--- config.mk ---
export PLATFORM = sky130hd
export DESIGN_NAME = dma_prio_arbiter
export DESIGN_NICKNAME = d
export VERILOG_FILES = /design/src/rtl/dma_arb_pkg.sv /design/src/rtl/arb_fixed_pick.sv /design/src/rtl/arb_rr_pick.sv /design/src/rtl/arb_prio_dup.sv /design/src/rtl/dma_prio_arbiter.sv
export SDC_FILE = /design/constraint.sdc
export NUM_CORES = 1
export LEC_CHECK = 0
export ABC_AREA = 1
export CAP_MARGIN = 40
export CORE_MARGIN = 1.5
export CORE_UTILIZATION = 55
export DETAILED_ROUTE_END_ITERATION = 12
export PLACE_DENSITY = 0.84
export SKIP_LAST_GASP = 1
export SYNTH_ARGS = -nofsm -noshare
export SYNTH_HDL_FRONTEND = slang
export SYNTH_SLANG_ARGS = --single-unit
--- constraint.sdc ---
create_clock -name clk -period 68 [get_ports clk]
set_input_delay 13.6 -clock clk [delete_from_list [all_inputs] [get_ports clk]]
set_output_delay 13.6 -clock clk [all_outputs]
set_load 0.1 [all_outputs]
--- src/rtl/dma_arb_pkg.sv ---
package dma_arb_pkg;
  localparam int DEF_NCH = 16;
  localparam int DEF_PW  = 4;

  typedef enum logic {
    SEL_FIXED  = 1'b0,
    SEL_ROTATE = 1'b1
  } sel_mode_e;
endpackage

--- src/rtl/arb_fixed_pick.sv ---
module arb_fixed_pick #(
  parameter int NCH = 16,
  parameter int PW  = 4,
  localparam int CW = $clog2(NCH)
) (
  input  logic [NCH-1:0]    mask,
  input  logic [NCH*PW-1:0] prio,
  output logic              found,
  output logic [CW-1:0]     idx,
  output logic [PW-1:0]     best
);
  always_comb begin
    found = 1'b0;
    idx   = '0;
    best  = '0;
    for (int i = 0; i < NCH; i++) begin
      if (mask[i] && (!found || prio[i*PW +: PW] > best)) begin
        found = 1'b1;
        idx   = CW'(i);
        best  = prio[i*PW +: PW];
      end
    end
  end
endmodule

--- src/rtl/arb_rr_pick.sv ---
module arb_rr_pick #(
  parameter int NCH = 16,
  localparam int CW = $clog2(NCH)
) (
  input  logic [NCH-1:0] mask,
  input  logic [CW-1:0]  last,
  output logic           found,
  output logic [CW-1:0]  idx
);
  always_comb begin
    found = 1'b0;
    idx   = '0;
    for (int k = 1; k <= NCH; k++) begin
      if (!found && mask[(int'(last) + k) % NCH]) begin
        found = 1'b1;
        idx   = CW'((int'(last) + k) % NCH);
      end
    end
  end
endmodule

--- src/rtl/arb_prio_dup.sv ---
module arb_prio_dup #(
  parameter int NCH = 16,
  parameter int PW  = 4
) (
  input  logic [NCH*PW-1:0] prio,
  output logic              dup
);
  always_comb begin
    dup = 1'b0;
    for (int i = 0; i < NCH; i++) begin
      for (int j = i + 1; j < NCH; j++) begin
        if (prio[i*PW +: PW] == prio[j*PW +: PW]) dup = 1'b1;
      end
    end
  end
endmodule

--- src/rtl/dma_prio_arbiter.sv ---
module dma_prio_arbiter
  import dma_arb_pkg::*;
#(
  parameter int NCH = DEF_NCH,
  parameter int PW  = DEF_PW,
  localparam int CW = $clog2(NCH)
) (
  input  logic              clk,
  input  logic              rst_n,
  input  logic              rr_mode,
  input  logic              halt_on_err,
  input  logic              halt_clr,
  input  logic              dbg_mode,
  input  logic              err_in,
  input  logic [NCH-1:0]    req,
  input  logic [NCH*PW-1:0] prio,
  input  logic [NCH-1:0]    preempt_en,
  input  logic [NCH-1:0]    preempt_ab,
  input  logic              act_valid,
  input  logic [CW-1:0]     act_idx,
  output logic              grant_valid,
  output logic [CW-1:0]     grant_idx,
  output logic [NCH-1:0]    grant_vec,
  output logic              suspend_req,
  output logic              prio_err,
  output logic              halted
);
  // idle selection
  logic          fix_found, rr_found;
  logic [CW-1:0] fix_idx, rr_idx;
  logic [PW-1:0] fix_best;
  // preemption selection
  logic [NCH-1:0] act_oh, pre_mask;
  logic           pre_found;
  logic [CW-1:0]  pre_idx;
  logic [PW-1:0]  pre_best, act_prio;
  logic           pre_ok, idle_found, cand_valid, blocked;
  logic [CW-1:0]  idle_idx;
  // state
  logic          halt_q, halt_d, halt_set;
  logic [CW-1:0] last_q, last_d;
  logic          last_en;
  sel_mode_e     mode;

  assign mode = sel_mode_e'(rr_mode);

  arb_fixed_pick #(.NCH(NCH), .PW(PW)) u_fix (
    .mask(req), .prio(prio), .found(fix_found), .idx(fix_idx), .best(fix_best)
  );

  arb_rr_pick #(.NCH(NCH)) u_rr (
    .mask(req), .last(last_q), .found(rr_found), .idx(rr_idx)
  );

  always_comb begin
    act_oh          = '0;
    act_oh[act_idx] = 1'b1;
  end

  assign pre_mask = req & preempt_ab & ~act_oh;
  assign act_prio = prio[act_idx*PW +: PW];

  arb_fixed_pick #(.NCH(NCH), .PW(PW)) u_pre (
    .mask(pre_mask), .prio(prio), .found(pre_found), .idx(pre_idx), .best(pre_best)
  );

  arb_prio_dup #(.NCH(NCH), .PW(PW)) u_dup (
    .prio(prio), .dup(prio_err)
  );

  // candidate and gating
  always_comb begin
    idle_found = (mode == SEL_ROTATE) ? rr_found : fix_found;
    idle_idx   = (mode == SEL_ROTATE) ? rr_idx   : fix_idx;
    pre_ok     = act_valid && preempt_en[act_idx] && pre_found && (pre_best > act_prio);
    cand_valid = act_valid ? pre_ok : idle_found;
    blocked    = halt_q | dbg_mode;
    grant_valid = cand_valid & ~blocked;
    grant_idx   = act_valid ? pre_idx : idle_idx;
    suspend_req = act_valid & grant_valid;
    grant_vec   = '0;
    if (grant_valid) grant_vec[grant_idx] = 1'b1;
  end

  // next state
  always_comb begin
    halt_set = halt_on_err & (err_in | prio_err);
    if (halt_set)      halt_d = 1'b1;
    else if (halt_clr) halt_d = 1'b0;
    else               halt_d = halt_q;
    last_en = grant_valid && (mode == SEL_ROTATE);
    last_d  = grant_idx;
  end

  // registers
  always_ff @(posedge clk or negedge rst_n) begin
    if (!rst_n) begin
      halt_q <= 1'b0;
      last_q <= CW'(NCH - 1);
    end else begin
      halt_q <= halt_d;
      if (last_en) last_q <= last_d;
    end
  end

  assign halted = halt_q;
endmodule

==> results of run 1 <==
[worst min-delay path: stages, from the launching register on]
cell and delay [ns]:
dfrtp_1 0.37, inv_1 0.08, o21ai_0 0.08
[report_power, final]
group | internal (mW) | switching (mW)
clock | 0.00780 | 0.00227
sequential | 0.00525 | 0.00616
combinational | 0.203 | 0.370
total | 0.216 | 0.379
[cells by family (layout without fill, tap and decap cells)]
family | after synthesis | in the layout | share of synthesized area, %
AO/OA/AOI/OAI | 383 | 383 | 16.9
adder cells (fa/ha/maj) | 124 | 124 | 11.6
AND/OR/NAND/NOR | 838 | 838 | 28.6
buffers and inverters | 351 | 445 | 10.2
XOR/XNOR | 471 | 471 | 30.8
multiplexers | 12 | 12 | 0.896
flip-flops | 5 | 5 | 0.971
[per-layer routing]
layer  vias up  global-route usage (%)
met5         -                       0
met4         0                    25.4
met3       334                    7.32
met2      1180                    63.3
met1      7457                    51.2
li1       7429                       -
[layout make-up]
type                       instances  area share [%]
clock buffer                       4           0.503
timing repair buffer             239            15.2
multi-input combinational       1828            76.0
inverter                         202            4.86
tap                              319            2.55
sequential                         5           0.831
[through the flow]
| step | utilization, % | std cells |
|---|---|---|
| global route | 66.1 | 2597 |
| CTS | 66.1 | 2595 |
| detailed placement | 65.7 | 2591 |
| finish | 66.1 | 2597 |
| global placement | 63.9 | 2564 |
| floorplan | - | 2184 |
[how the worst max path moves through the flow]
stage | slack [ns] | from | end
floorplan | 22.52 | req[0] | grant_vec[12]
global placement | 19.00 | act_idx[1] | grant_vec[9]
detailed placement | 18.84 | act_idx[1] | grant_vec[8]
CTS | 18.78 | act_idx[1] | grant_vec[8]
global route | 16.47 | act_idx[1] | grant_vec[10]
finish | 18.40 | act_idx[1] | grant_vec[8]
[layout by cell type (no fill, tap or decap), drive strengths merged, types with 17 or more instances in the layout]
master,count
nand3,88
nor4,33
o22ai,31
nand4,83
o21ai,194
nand2,478
inv,198
xor2,237
xnor2,234
buf,90
nor2,120
ha,124
o21bai,24
nor3,17
o41ai,36
a21oi,58
clkdlybuf4s50,147
[state kept, by name, summed over array words and instances, names as in the netlist]
register,cells
last_q,4
halted,1
==> impl_metrics.env, run 1 <==
export IMPL_antenna_left=0
export IMPL_timing_final_ws_setup_ns=18.40
export IMPL_row_count=56
export IMPL_vias=16400
export IMPL_synth_top_cell_area_share_pct=15.5
export IMPL_final_setup_viol_count=0
export IMPL_min_path_cells=2
export IMPL_finalPower_mw=0.594
export IMPL_maxCapViolations=0
export IMPL_timing_critical_path_mode_cell="nand2_1"
export IMPL_core_area_um2=23700
export IMPL_synthDistinctLibCells=52
export IMPL_die_x_um=159
export IMPL_ys_warnings_count=0
export IMPL_grtUsageTotal_pct=40.5
export IMPL_critPathSlowestCell="clkdlybuf4s50_1"
export IMPL_slew_violations=0
export IMPL_drtIter0Drc=2000
export IMPL_worstPathMaxFanout=11
export IMPL_critical_path_required_ns=54.40
export IMPL_fmax_mhz=20.2
export IMPL_drive_gt1_share_pct=7.64
export IMPL_viasPerCell=6.31
export IMPL_hold_viol_final=0
export IMPL_status="complete, no violations"
export IMPL_hold_buffers=0
export IMPL_die_area_um2=25300
export IMPL_grt_pass1_vias=15800
export IMPL_cts_setup_buffers=0
export IMPL_crit_buf_inv=22
export IMPL_gp_congestion=0.972
export IMPL_antenna_cells=0
export IMPL_initial_core_util_pct=56.6
export IMPL_clock_sinks=5
export IMPL_grt_overflow=0
export IMPL_cts_buffers=3
export IMPL_avgSynthCellArea_um2=6.14
export IMPL_cts_tree="done"
export IMPL_power_leakage_nw=7.26
export IMPL_dr_pass1_iters=8
export IMPL_synth_most_common_cell="nand2_1"
export IMPL_synth_common_cells="nand2_1 (437), xor2_1 (237), xnor2_1 (234), o21ai_0 (191), inv_1 (186)"
export IMPL_fin_crit_ns=49.60
export IMPL_ff_latch_area_um2=130
export IMPL_synth_ff_type="dfstp_2"
export IMPL_antenna_found_initial=0
export IMPL_critical_path_arrival_ns=36.00
export IMPL_post_cts_resized=0
export IMPL_post_route_drc_count=0
export IMPL_met2_length_mm=22.8
export IMPL_final_area_um2=15700
export IMPL_syn_area_um2=13400
export IMPL_end_kind="output pin"
export IMPL_clock_latency_ns=0.24
export IMPL_cpPeakStageDelay_ns=1.04
export IMPL_power_density_nw_per_um2=38.0
export IMPL_syn2layout_area_growth_pct=16.9
export IMPL_worstRegToRegCells=32
export IMPL_htreeDepth=1
export IMPL_synth_seq_cells=5
export IMPL_clock_path_buffers=2
export IMPL_nFillCells=2128
export IMPL_hold_ws_ns=0.569
export IMPL_cts_clk_slew_worst_paths_ns=0.04
export IMPL_clock_skew_ns=0.00624
export IMPL_num_io_pins=148
export IMPL_hpwlAfterDp_mm=38.5
export IMPL_holdPathEnd="halted"
export IMPL_placed_area_um2=15600
export IMPL_synth_nets=2432
export IMPL_cp_start_kind="input pin"
export IMPL_tns_ns=0
export IMPL_r2r_end="last_q[0]"
export IMPL_syn_inst=2184
export IMPL_wl_per_cell_um=20.6
export IMPL_slew_headroom_pct=29.2
export IMPL_cts_root_buf="clkbuf_16"
export IMPL_synth_area_top_cells="xor2_1 (15%), xnor2_1 (15%), nand2_1 (12%)"
export IMPL_r2r_slack_ns=61.72
export IMPL_rsz0062_at_grt="no"
export IMPL_grt_max_degree=34
export IMPL_cp_depth=165
export IMPL_portBuffers=147
export IMPL_wl_met3_mm=6.56
export IMPL_wl_met1_mm=20.5
export IMPL_routed_wl_mm=53.4
export IMPL_final_nets=2527
export IMPL_synth_edf_count=0
export IMPL_critPathTopFamily="simple AND/OR/NAND/NOR gates"
export IMPL_crit_type="input pin to output pin"
export IMPL_hold_class="flip-flop to flip-flop"
export IMPL_async_flop_share_pct=100
export IMPL_period_share_pct=72.9
export IMPL_top_layer_used="met4"
export IMPL_timing_rr_start="last_q[0]"
export IMPL_ys_seq_area_share_pct=0.971
export IMPL_die_h_um=159
export IMPL_grt_pass1_wl_mm=83.7
export IMPL_ir_drop_uv=38.0
export IMPL_tightest_slew_ns=1.05
export IMPL_synth_area_leader_cell="xor2_1"
export IMPL_pre_cts_ws_ns=18.84
export IMPL_min_from="halted"
export IMPL_multi_input_area_um2=11900
(Power assumes the default switching activity.)
==> run 2, diff against run 1 <==
Clock period 68 ns to 49.7 ns, I/O delays scaled along.
==> run 2 against run 1 <==
Compared with the run above:
- routed wire length decreased by 0.87%
- sequential power increased by 36%
- cell count did not move
- sequential share of layout area barely moved
- clock power grew 37%
==> impl_metrics.env, run 2 (synthesis results as in run 1) <==
export IMPL_routed_wl_mm=52.9
export IMPL_vias=16300
export IMPL_antenna_cells=0
export IMPL_endpoint="grant_vec[12]"
export IMPL_initial_core_util_pct=56.6
export IMPL_post_cts_resized=0
export IMPL_tns_ns=0
export IMPL_critical_path_required_ns=39.76
export IMPL_critical_path_arrival_ns=32.35
export IMPL_htreeDepth=1
export IMPL_r2r_slack_ns=43.45
export IMPL_fin_util_pct=66.1
export IMPL_largest_register="last_q"
export IMPL_power_density_nw_per_um2=51.9
export IMPL_die_area_um2=25300
export IMPL_core_area_um2=23700
export IMPL_cpPeakStageDelay_ns=1.03
export IMPL_antenna_found_initial=1
export IMPL_r2r_end="last_q[2]"
export IMPL_slew_violations=0
export IMPL_timing_critical_path_mode_cell="nand2_1"
export IMPL_hold_viol_final=0
export IMPL_timing_rr_start="last_q[0]"
export IMPL_final_area_um2=15600
export IMPL_end_kind="output pin"
export IMPL_clock_path_buffers=2
export IMPL_ir_drop_uv=47.7
export IMPL_grt_max_degree=34
export IMPL_worstPathMaxFanout=11
export IMPL_clkPwrFrac_pct=1.7
export IMPL_cp_start_kind="input pin"
export IMPL_drive_gt1_share_pct=7.68
export IMPL_drtIter0Drc=2044
export IMPL_crit_type="input pin to output pin"
export IMPL_power_leakage_nw=7.26
export IMPL_status="complete, no violations"
export IMPL_stdcell_count=2597
export IMPL_num_io_pins=148
export IMPL_cts_root_buf="clkbuf_16"
export IMPL_cts_buffers=3
export IMPL_cts_tree="done"
export IMPL_placed_area_um2=15600
export IMPL_clock_latency_ns=0.23
export IMPL_period_share_pct=85.1
export IMPL_gp_congestion=0.987
export IMPL_tightest_slew_ns=0.991
export IMPL_p_sw_mw=0.516
export IMPL_final_nets=2527
export IMPL_hold_class="flip-flop to flip-flop"
export IMPL_viasPerCell=6.27
export IMPL_slew_headroom_pct=33.1
export IMPL_rsz0062_at_grt="no"
export IMPL_p_int_mw=0.296
export IMPL_grt_pass1_vias=15600
export IMPL_p_seq_share_pct=1.9
export IMPL_hold_ws_ns=0.574
export IMPL_cts_setup_buffers=0
export IMPL_dr_pass1_iters=6
export IMPL_grt_pass1_wl_mm=83.4
export IMPL_syn2layout_area_growth_pct=16.7
export IMPL_startpoint="act_idx[1]"
export IMPL_largest_reg_flops=4
export IMPL_post_route_drc_count=0
export IMPL_grtUsageTotal_pct=40.2
export IMPL_hpwlAfterDp_mm=38.1
export IMPL_maxCapViolations=0
export IMPL_critPathSlowestCell="clkdlybuf4s50_1"
export IMPL_p_sw_share_pct=63.6
export IMPL_portBuffers=147
export IMPL_cts_clk_slew_worst_paths_ns=0.04
export IMPL_row_count=56
export IMPL_die_h_um=159
export IMPL_antenna_left=0
export IMPL_final_setup_viol_count=0
export IMPL_fin_crit_ns=42.29
export IMPL_clock_skew_ns=0.000398
export IMPL_fmax_mhz=23.6
export IMPL_grt_overflow=0
export IMPL_final_cell_mix="nand2_1 (437), xor2_1 (237), xnor2_1 (234), o21ai_0 (191), inv_1 (186)"
export IMPL_final_common_cell="nand2_1"
export IMPL_hold_buffers=0
export IMPL_combPwrFrac_pct=96.4
export IMPL_placed_cells=2592
export IMPL_worstRegToRegCells=32
export IMPL_clock_sinks=5
export IMPL_die_x_um=159
export IMPL_wl_per_cell_um=20.4
[run 2: power groups by stage]
| stage | logic [mW] | registers [mW] | clock network [mW] |
|---|---|---|---|
| 2_1_floorplan | 0.561 | 0.00857 | 0 |
| 3_3_place_gp | 0.708 | 0.0148 | 0 |
| 3_5_place_dp | 0.755 | 0.0150 | 0 |
| 4_1_cts | 0.763 | 0.0150 | 0.0137 |
| 5_1_grt | 0.870 | 0.0160 | 0.0142 |
| 6_report | 0.782 | 0.0155 | 0.0138 |
[run 2: metrics by stage]
| step | total power, mW | worst slack (ns) |
|---|---|---|
| floorplan | 0.570 | 11.54 |
| global placement | 0.722 | 8.06 |
| detailed placement | 0.770 | 8.05 |
| CTS | 0.791 | 7.92 |
| global route | 0.901 | 5.39 |
| finish | 0.811 | 7.41 |
[run 2: worst max-delay path, delay by kind of cell]
kind	cells	cell delay (ns)
adders and majority gates	16	4.92
AOI/OAI and AO/OA	33	4.81
buffers and inverters	21	3.19
and+or+nand+nor	93	9.46
[run 2: how the worst min path moves through the flow]
stage	start	to	slack [ns]	cells past startpoint
3_5_place_dp	halted	halted	0.57	2
4_1_cts	halted	halted	0.57	2
5_1_grt	halted	halted	0.61	2
2_1_floorplan	last_q[0]	last_q[0]	0.58	2
3_3_place_gp	halted	halted	0.56	2
6_report	halted	halted	0.57	2
[run 2: layout make-up]
cell class | instances | area, um^2
tap | 319 | 399
sequential | 5 | 130
fill | 2114 | 8040
multi-input combinational | 1828 | 11900
timing repair buffer | 239 | 2370
inverter | 202 | 761
clock inverter | 1 | 5.00
clock buffer | 3 | 75.1
[run 2: metal layers]
layer	up-vias	GRT usage (%)	wire (um)
met5	-	0	13
met1	7361	51.5	20600
met4	2	23.3	3470
met2	1187	63.3	22500
met3	302	7.11	6330
li1	7442	-	-
==> run 3, diff against run 2 <==
Settings changed: SKIP_CTS_REPAIR_TIMING set to 1.
==> results of run 3 <==
Final layout, timing and power as in run 2 (identical DEF).
